==> src/rtl/mac_irq_pkg.sv <==
package mac_irq_pkg;
    localparam int STAT_W = 8;

    localparam int BIT_RX_AVAIL = 0;
    localparam int BIT_TX_ERR   = 1;
    localparam int BIT_TX_EMPTY = 2;
    localparam int BIT_ALLOC    = 3;
    localparam int BIT_RX_OVRN  = 4;
    localparam int BIT_PROTO    = 5;

    // Positions held until a write-one acknowledge; others are live levels or zero.
    localparam logic [STAT_W-1:0] W1C_BITS =
        STAT_W'((1 << BIT_TX_EMPTY) | (1 << BIT_RX_OVRN));

    typedef enum logic {
        SEL_STATUS = 1'b0,
        SEL_MASK   = 1'b1
    } reg_sel_e;

    typedef struct packed {
        logic pend;
    } w1c_state_t;
endpackage

==> src/rtl/mac_irq_w1c_bit.sv <==
module mac_irq_w1c_bit
    import mac_irq_pkg::*;
(
    input  logic clk,
    input  logic rst_n,
    input  logic evt_i,
    input  logic clr_i,
    output logic q_o
);
    w1c_state_t st_d, st_q;

    always_comb begin
        st_d = st_q;
        if (clr_i) st_d.pend = 1'b0;
        if (evt_i) st_d.pend = 1'b1;   // a fresh event outranks the acknowledge
    end

    always_ff @(posedge clk or negedge rst_n) begin
        if (!rst_n) st_q <= '0;
        else        st_q <= st_d;
    end

    assign q_o = st_q.pend;
endmodule

==> src/rtl/mac_irq_mask_reg.sv <==
module mac_irq_mask_reg #(
    parameter int W = 8
) (
    input  logic         clk,
    input  logic         rst_n,
    input  logic         wr_i,
    input  logic [W-1:0] wdata_i,
    output logic [W-1:0] mask_o
);
    typedef struct packed {
        logic [W-1:0] mask;
    } mask_state_t;

    mask_state_t st_d, st_q;

    always_comb begin
        st_d = st_q;
        if (wr_i) st_d.mask = wdata_i;
    end

    always_ff @(posedge clk or negedge rst_n) begin
        if (!rst_n) st_q <= '0;
        else        st_q <= st_d;
    end

    assign mask_o = st_q.mask;
endmodule

==> src/rtl/mac_irq_combine.sv <==
module mac_irq_combine #(
    parameter int W = 8
) (
    input  logic [W-1:0] status_i,
    input  logic [W-1:0] mask_i,
    output logic         irq_o
);
    logic [W-1:0] gated;

    always_comb begin
        gated = status_i & mask_i;
        irq_o = |gated;
    end
endmodule

==> src/rtl/mac_irq_ctrl.sv <==
module mac_irq_ctrl
    import mac_irq_pkg::*;
(
    input  logic              clk,
    input  logic              rst_n,
    input  logic              rx_avail_i,
    input  logic              tx_err_i,
    input  logic              alloc_done_i,
    input  logic              proto_evt_i,
    input  logic              tx_empty_evt_i,
    input  logic              rx_ovrn_evt_i,
    input  logic              reg_wr_i,
    input  logic              reg_sel_i,
    input  logic [STAT_W-1:0] reg_wdata_i,
    output logic [STAT_W-1:0] status_o,
    output logic [STAT_W-1:0] mask_o,
    output logic              irq_o
);
    logic [STAT_W-1:0] src_vec;
    logic              stat_wr, mask_wr;

    always_comb begin
        src_vec               = '0;
        src_vec[BIT_RX_AVAIL] = rx_avail_i;
        src_vec[BIT_TX_ERR]   = tx_err_i;
        src_vec[BIT_TX_EMPTY] = tx_empty_evt_i;
        src_vec[BIT_ALLOC]    = alloc_done_i;
        src_vec[BIT_RX_OVRN]  = rx_ovrn_evt_i;
        src_vec[BIT_PROTO]    = proto_evt_i;
        stat_wr = reg_wr_i && (reg_sel_e'(reg_sel_i) == SEL_STATUS);
        mask_wr = reg_wr_i && (reg_sel_e'(reg_sel_i) == SEL_MASK);
    end

    for (genvar g = 0; g < STAT_W; g++) begin : g_stat
        if (W1C_BITS[g]) begin : g_latched
            mac_irq_w1c_bit u_bit (
                .clk   (clk),
                .rst_n (rst_n),
                .evt_i (src_vec[g]),
                .clr_i (stat_wr & reg_wdata_i[g]),
                .q_o   (status_o[g])
            );
        end else begin : g_live
            assign status_o[g] = src_vec[g];
        end
    end

    mac_irq_mask_reg #(.W(STAT_W)) u_mask (
        .clk     (clk),
        .rst_n   (rst_n),
        .wr_i    (mask_wr),
        .wdata_i (reg_wdata_i),
        .mask_o  (mask_o)
    );

    mac_irq_combine #(.W(STAT_W)) u_comb (
        .status_i (status_o),
        .mask_i   (mask_o),
        .irq_o    (irq_o)
    );
endmodule

==> config.mk <==
export PLATFORM = sky130hd
export DESIGN_NAME = mac_irq_ctrl
export DESIGN_NICKNAME = d
export VERILOG_FILES = /design/src/rtl/mac_irq_pkg.sv /design/src/rtl/mac_irq_w1c_bit.sv /design/src/rtl/mac_irq_mask_reg.sv /design/src/rtl/mac_irq_combine.sv /design/src/rtl/mac_irq_ctrl.sv
export SDC_FILE = /design/constraint.sdc
export NUM_CORES = 1
export LEC_CHECK = 0
export CORE_MARGIN = 2
export CORE_UTILIZATION = 34
export DETAILED_ROUTE_END_ITERATION = 7
export PLACE_DENSITY = 0.8
export SYNTH_ARGS = -nofsm -noshare
export SYNTH_HDL_FRONTEND = slang
export SYNTH_SLANG_ARGS = --single-unit
==> constraint.sdc <==
create_clock -name clk -period 1.1 [get_ports clk]
set_input_delay 0.22 -clock clk [delete_from_list [all_inputs] [get_ports clk]]
set_output_delay 0.22 -clock clk [all_outputs]
set_load 0.01 [all_outputs]
### After elaboration in Yosys (flattened, before gate mapping)

Index checks and enable logic that the tools add are counted.
W data, S select, Z words.

| storage, ports and cells | value |
|---|---|
| input bits | 18 |
| output and inout port bits | 17 |
| register bits after elaboration | 10 |

| cells by class | value |
|---|---|
| multiplexer cells | 4 |
| bitwise gates (word level) | 4 |
| reduce and logical (&&, ||, !) cells | 5 |

Operators with widths:

| operator | count |
|---|---|
| $and A6 B8 Y8 | 1 |
| $reduce_or A8 Y1 | 1 |
| $mux W1 | 4 |
| $reduce_bool A2 Y1 | 2 |
| $and A1 B1 Y1 | 2 |
| $logic_and A1 B1 Y1 | 2 |
| $not A1 Y1 | 1 |

### Depth between registers and ports, before layout

Gate-level depths: netlist of the first run.

| depth | value |
|---|---|
| depth in word-level cells | 5 |
| depth in mapped cells | 2 |
| depth with buffers taken out | 2 |

### Modules after synthesis

A second synthesis of the first run with hierarchy kept.

| unflattened totals | value |
|---|---|
| cells, all modules | 38 |
| area, all modules | 514.2 um^2 |

Modules (own cells, without submodules):

| module | cells each | instances | sequential area each (um^2) | area each (um^2) |
|---|---|---|---|---|
| mac_irq_mask_reg | 17 | 1 | 200.2 | 331.6 |
| mac_irq_ctrl | 10 | 1 | 0.0 | 73.8 |
| mac_irq_w1c_bit | 3 | 2 | 25.0 | 36.3 |
| mac_irq_combine | 5 | 1 | 0.0 | 36.3 |

### Worst setup path before layout of the first run

Ideal clock, no wire load.

| path | value |
|---|---|
| path type | register to output |
| start point | register u_mask.st_q (netlist bit u_mask.mask_o[2]) |
| end point | output port irq_o |
| setup slack | 0.172 ns |
| cell stages (with the launch flop) | 3 |
| data required time | 0.880 ns |
| data arrival time | 0.708 ns |
| cells stage by stage | dfrtp_1 > a22oi_1 > nand3_1 |

| between the ends | value |
|---|---|
| cells in the longest elaborated chain, start to end | 2 |

Ends and longest elaborated chain:

| element | RTL line | text |
|---|---|---|
| start, declared | mac_irq_mask_reg.sv:14 | `mask_state_t st_d, st_q;` |
| start signal, assigned | mac_irq_mask_reg.sv:23 | `else st_q <= st_d;` |
| $and A6 B8 Y8 | mac_irq_combine.sv:11 | `gated = status_i & mask_i;` |
| $reduce_or A8 Y1 | mac_irq_combine.sv:12 | `irq_o = \|gated;` |
| end, declared | mac_irq_ctrl.sv:17 | `output logic irq_o` |

Every way passes these cells.

### Worst setup path after layout of the first run

| path | value |
|---|---|
| start point | register g_stat[4].g_latched.u_bit.st_q |
| end point | output port irq_o |

| between the ends | value |
|---|---|
| cells in the longest elaborated chain, start to end | 2 |

Ends and longest elaborated chain:

| element | RTL line | text |
|---|---|---|
| start, declared | mac_irq_w1c_bit.sv:10 | `w1c_state_t st_d, st_q;` |
| start signal, assigned | mac_irq_w1c_bit.sv:20 | `else st_q <= st_d;` |
| $and A6 B8 Y8 | mac_irq_combine.sv:11 |  |
| $reduce_or A8 Y1 | mac_irq_combine.sv:12 |  |

Every way passes these cells.

==> impl_metrics.env, run 1 <==
export IMPL_routed_wl_um=1170
export IMPL_cp_arrival_ps=1090
export IMPL_placed_area_um2=831
export IMPL_r2r_start="u_mask.mask_o[3]"
export IMPL_finClkSkew_ps=0
export IMPL_clkTransAtPathRegs_ps=70
export IMPL_ys_ff_latch=10
export IMPL_cts_tree="built"
export IMPL_cap_violations=0
export IMPL_final_util_pct=68.2
export IMPL_powerDensity_nw_per_um2=1310
export IMPL_synth_seq_area_share_pct=52.9
export IMPL_setup_ws_ps=-209
export IMPL_clk_latency_ps=260
export IMPL_row_count=13
export IMPL_drtIter0Drc=1
export IMPL_num_vias=422
export IMPL_required_ps=880
export IMPL_fin_crit_sh_pct=119
export IMPL_place_port_buffers=32
export IMPL_layout_nets=95
export IMPL_yosysUniqueCellTypes=9
export IMPL_yosysWarnings=0
export IMPL_status="finished with violations"
export IMPL_placed_cells=86
export IMPL_postCtsHoldBufs=0
export IMPL_h_tree_depth=1
export IMPL_critPathKind="register to primary output"
export IMPL_die_height_um=41.3
export IMPL_syn_area_um2=473
export IMPL_clock_path_buffers=2
export IMPL_grt_antenna_before_repair=0
export IMPL_grt_pass1_wl_um=1570
export IMPL_layout_drive_gt1_share_pct=51.3
export IMPL_viasPerCell=4.64
export IMPL_cts_buffers=3
export IMPL_end_kind="primary output"
export IMPL_finalSetupViolCount=7
export IMPL_io_pins=35
export IMPL_first_global_vias=399
export IMPL_cts_sinks=10
export IMPL_avgSynthCellArea_um2=13.1
export IMPL_fmax_ghz=0.764
export IMPL_rsz0062_at_grt="yes"
export IMPL_post_route_min_period_ps=1310
export IMPL_netlist_instances=36
export IMPL_final_cells=91
export IMPL_core_area_um2=1300
export IMPL_hpwl_um=863
export IMPL_die_w_um=41.3
export IMPL_clockRootBuffer="clkbuf_4"
export IMPL_r2r_end="u_mask.mask_o[3]"
export IMPL_crit_fanout=2
export IMPL_drtAntennaViolNets=0
export IMPL_r2r_cells=2
export IMPL_wl_per_cell_um=12.8
export IMPL_grt_max_degree=11
export IMPL_finalHoldViolCount=0
export IMPL_drc=0
export IMPL_track_usage_pct=15.2
export IMPL_drv_slew=0
export IMPL_violations="setup timing"
export IMPL_ir_drop_uv=661
export IMPL_r2r_slack_ps=210
export IMPL_dr_pass1_iters=2
export IMPL_routabilityCongestion=0.630
export IMPL_syn2layout_area_growth_pct=87.6
export IMPL_crit_path_start_kind="register"
export IMPL_tns_ps=-317
export IMPL_min_delay_path_class="primary input to asynchronous set/reset pin"
export IMPL_die_area_um2=1710
export IMPL_overflow=0
export IMPL_total_leakage_power_nw=0.406
export IMPL_diodes=0
export IMPL_start_util_pct=36.3
export IMPL_stdcell_area_um2=887
-- synth_stat cells --
cell type | count | area share, %
nand3b_1 | 2 | 3.2
buf_4 | 8 | 13
a22oi_1 | 3 | 4.8
a21o_1 | 2 | 3.2
nand2_4 | 1 | 2.4
mux2_2 | 8 | 19
dfrtp_1 | 10 | 53
nand3_1 | 1 | 1.1
conb_1 | 1 | 0.79
-- worst max-delay path by stage --
stage | start | endpoint | slack (ps) | cells after the start
5_1_grt | u_mask.mask_o[3] | irq_o | -290 | 3
6_report | g_stat[4].g_latched.u_bit.q_o | irq_o | -210 | 3
4_1_cts | g_stat[4].g_latched.u_bit.q_o | irq_o | -180 | 3
2_1_floorplan | u_mask.mask_o[2] | irq_o | 170 | 2
3_5_place_dp | alloc_done_i | irq_o | -580 | 4
3_3_place_gp | alloc_done_i | irq_o | -560 | 4
-- logic make-up (layout without fill, tap and decap cells) --
family | count (synthesis) | count (layout) | share of synthesized area [%]
AOI/OAI and AO/OA | 5 | 5 | 7.94
buffers and inverters | 8 | 47 | 12.7
DFF | 10 | 10 | 52.9
muxes | 8 | 8 | 19.0
other | 1 | 2 | 0.793
and+or+nand+nor | 4 | 4 | 6.61
-- where the power goes --
group	total [W]	switching, W	internal, W
sequential	0.000451	0.0000354	0.000415
combinational	0.000384	0.000127	0.000257
clock	0.000327	0.000126	0.000201
total	0.00116	0.000289	0.000873
-- timing repair --
item | in CTS | in global routing
endpoints found under the setup margin | 15 | 11
buffers inserted | 2 | 4
gates resized for setup | 68 | 7
pin swaps | 1 | 0
-- placed cells by master (no fill, tap or decap) --
cell	instances
nand3_1	1
nand2_4	1
buf_6	16
buf_2	5
buf_4	3
a21o_1	2
nand3b_1	2
clkdlybuf4s50_1	16
dfrtp_1	10
clkbuf_8	1
conb_1	2
a22oi_2	1
a22oi_1	2
clkbuf_4	3
mux2_2	8
dlygate4sd2_1	2
clkbuf_2	1
-- critical path, cell delays in order, from the launching register on --
cell	delay, ps
dfrtp_1	410
a22oi_2	180
nand3_1	90
buf_2	140
-- stage by stage --
| step | total power, W | hold WS [ps] | worst slack [ps] |
|---|---|---|---|
| floorplan | 0.000572 | -75.6 | 172 |
| global placement | 0.000809 | 491 | -556 |
| detailed placement | 0.000814 | 493 | -582 |
| CTS | 0.00117 | 238 | -183 |
| global route | 0.00123 | 242 | -288 |
| finish | 0.00116 | 236 | -209 |
-- area by class of cell --
cell class              instances  area (um2)
repair buffers                 43         410
fillers                       115         414
multi-input cells              19         171
clock buffers                   4        36.3
well taps                      15        18.8
flip-flops and latches         10         250
-- routing by layer --
layer | track usage, % | wire (um)
met1 | 14.4 | 421
met4 | 9.68 | 4
met2 | 28.9 | 648
met5 | 0 | 0
met3 | 3.19 | 91
-- flip-flops by register name, indices dropped and copies added (netlist names) --
register / flops
g_stat.g_latched.u_bit.q_o: 2
u_mask.mask_o: 8
No activity file was read; power rests on OpenSTA's default activity.
==> inputs of run 2 (changes only) <==
==> constraint.sdc (replaced) <==
create_clock -name clk -period 1.6 [get_ports clk]
set_input_delay 0.32 -clock clk [delete_from_list [all_inputs] [get_ports clk]]
set_output_delay 0.32 -clock clk [all_outputs]
set_load 0.01 [all_outputs]
==> run 2 against run 1 <==
  * The run now ends clean
  * Combinational power down 48%
  * Sequential share of layout area up 3.6 points
  * Die area unchanged
  * Core utilization down 7.7 points
  * Setup slack better by 280 ps
==> impl_metrics.env, run 2 (synthesis results as in run 1) <==
export IMPL_status="complete, no violations"
export IMPL_wl_per_cell_um=12.0
export IMPL_drtAntennaViolNets=0
export IMPL_ir_drop_uv=564
export IMPL_powerDensity_nw_per_um2=933
export IMPL_row_count=13
export IMPL_multi_input_area_um2=171
export IMPL_crit_slowest_cell="clkdlybuf4s50_1"
export IMPL_syn2layout_area_growth_pct=66.4
export IMPL_crit_path_start_kind="register"
export IMPL_clkTransAtPathRegs_ps=70
export IMPL_met1Wirelength_um=397
export IMPL_layout_nets=84
export IMPL_clock_path_buffers=2
export IMPL_setup_ws_ps=72.4
export IMPL_first_global_vias=385
export IMPL_die_w_um=41.3
export IMPL_layout_drive_gt1_share_pct=23.1
export IMPL_final_cells=80
export IMPL_critPathKind="register to primary output"
export IMPL_largest_reg_flops=8
export IMPL_fmax_ghz=0.655
export IMPL_rsz0062_at_grt="no"
export IMPL_place_port_buffers=32
export IMPL_min_delay_path_class="primary input to asynchronous set/reset pin"
export IMPL_drc=0
export IMPL_holdWs_ps=364
export IMPL_die_height_um=41.3
export IMPL_overflow=0
export IMPL_start_util_pct=36.3
export IMPL_clockRootBuffer="clkbuf_4"
export IMPL_cp_arrival_ps=1210
export IMPL_dr_wl_met3_um=103
export IMPL_routabilityCongestion=0.662
export IMPL_cts_buffers=3
export IMPL_drtIter0Drc=2
export IMPL_cp_cell_sequence="clkdlybuf4s50_1"
export IMPL_top_layer_used="met4"
export IMPL_hpwl_um=765
export IMPL_total_leakage_power_nw=0.331
export IMPL_clk_latency_ps=260
export IMPL_track_usage_pct=13.4
export IMPL_wl_met2_um=443
export IMPL_required_ps=1280
export IMPL_final_common_cell="clkdlybuf4s50_1"
export IMPL_viasPerCell=4.78
export IMPL_postCtsHoldBufs=0
export IMPL_critical_path_cell_count=1
export IMPL_grt_antenna_before_repair=0
export IMPL_core_area_um2=1300
export IMPL_final_cell_mix="27 x clkdlybuf4s50_1, 10 x dfrtp_1, 8 x mux2_2"
export IMPL_fin_crit_sh_pct=95.5
export IMPL_cts_tree="built"
export IMPL_path_buf_inv=1
export IMPL_placed_cells=76
export IMPL_finalHoldViolCount=0
export IMPL_diodes=0
export IMPL_io_pins=35
export IMPL_post_route_min_period_ps=1530
export IMPL_h_tree_depth=1
export IMPL_stdcell_area_um2=787
export IMPL_drv_slew=0
export IMPL_crit_family="buffers and inverters"
export IMPL_routed_wl_um=961
export IMPL_dr_pass1_iters=2
export IMPL_n_fill_cell=127
export IMPL_grt_pass1_wl_um=1440
export IMPL_die_area_um2=1710
export IMPL_cts_sinks=10
export IMPL_register_area_um2=250
export IMPL_cap_violations=0
export IMPL_grt_max_degree=11
export IMPL_end_kind="primary output"
export IMPL_placed_area_um2=756
export IMPL_r2r_cells=1
export IMPL_slowest_delay_ps=560
export IMPL_finalSetupViolCount=0
export IMPL_dp_slack_ps=-269
export IMPL_crit_fanout=3
export IMPL_num_vias=382
export IMPL_finClkSkew_ps=0
## run 2: cell count changes in the layout (fill, tap and decap cells not counted), sizes merged
cell | before | now
buf | 24 | 0
clkdlybuf4s50 | 16 | 27
dlygate4sd2 | 2 | 4
## run 2: area by class of cell
class | instances | area share [%]
Multi-Input combinational cell | 19 | 21.8
Clock buffer | 4 | 4.61
Timing Repair Buffer | 32 | 39.4
Sequential cell | 10 | 31.8
Tap cell | 15 | 2.38
## run 2: power by group
part           total, W  internal [W]  switching [W]
Clock          0.000226      0.000138      0.0000875
Sequential     0.000309      0.000286      0.0000239
Combinational  0.000199      0.000133      0.0000670
Total          0.000735      0.000556       0.000178
## run 2: routing by layer
| layer | vias up | track usage (%) |
|---|---|---|
| li1 | 176 | - |
| met2 | 28 | 22.7 |
| met3 | 2 | 3.72 |
| met1 | 176 | 15.3 |
| met5 | - | 0 |
| met4 | 0 | 7.26 |
## run 2: through the flow
stage               setup TNS, ps  total power (W)  util (%)
global placement             -461         0.000517      58.1
finish                          0         0.000735      60.5
detailed placement           -489         0.000519      58.1
floorplan                       0         0.000393         -
CTS                             0         0.000748      60.9
global route                    0         0.000777      60.5
## run 2: worst paths after layout
| check | startpoint | to | slack [ps] |
|---|---|---|---|
| worst max-delay path | u_mask.mask_o[4] | mask_o[4] | 70 |
| worst min-delay path | rst_n | u_mask.mask_o[3] | 360 |
| worst max register to register | u_mask.mask_o[4] | u_mask.mask_o[4] | 800 |
| worst min register to register | g_stat[2].g_latched.u_bit.q_o | g_stat[2].g_latched.u_bit.q_o | 510 |
| max in group asynchronous | rst_n | u_mask.mask_o[6] | 930 |
| min in group clk | g_stat[2].g_latched.u_bit.q_o | g_stat[2].g_latched.u_bit.q_o | 510 |
## run 2: what timing repair did
action,4_1_cts,5_1_grt
gates resized for setup,7,1
setup endpoints to repair,5,1
gates cloned,0,0
buffers inserted,0,0
endpoints found under the hold margin,0,0
pin swaps,1,0
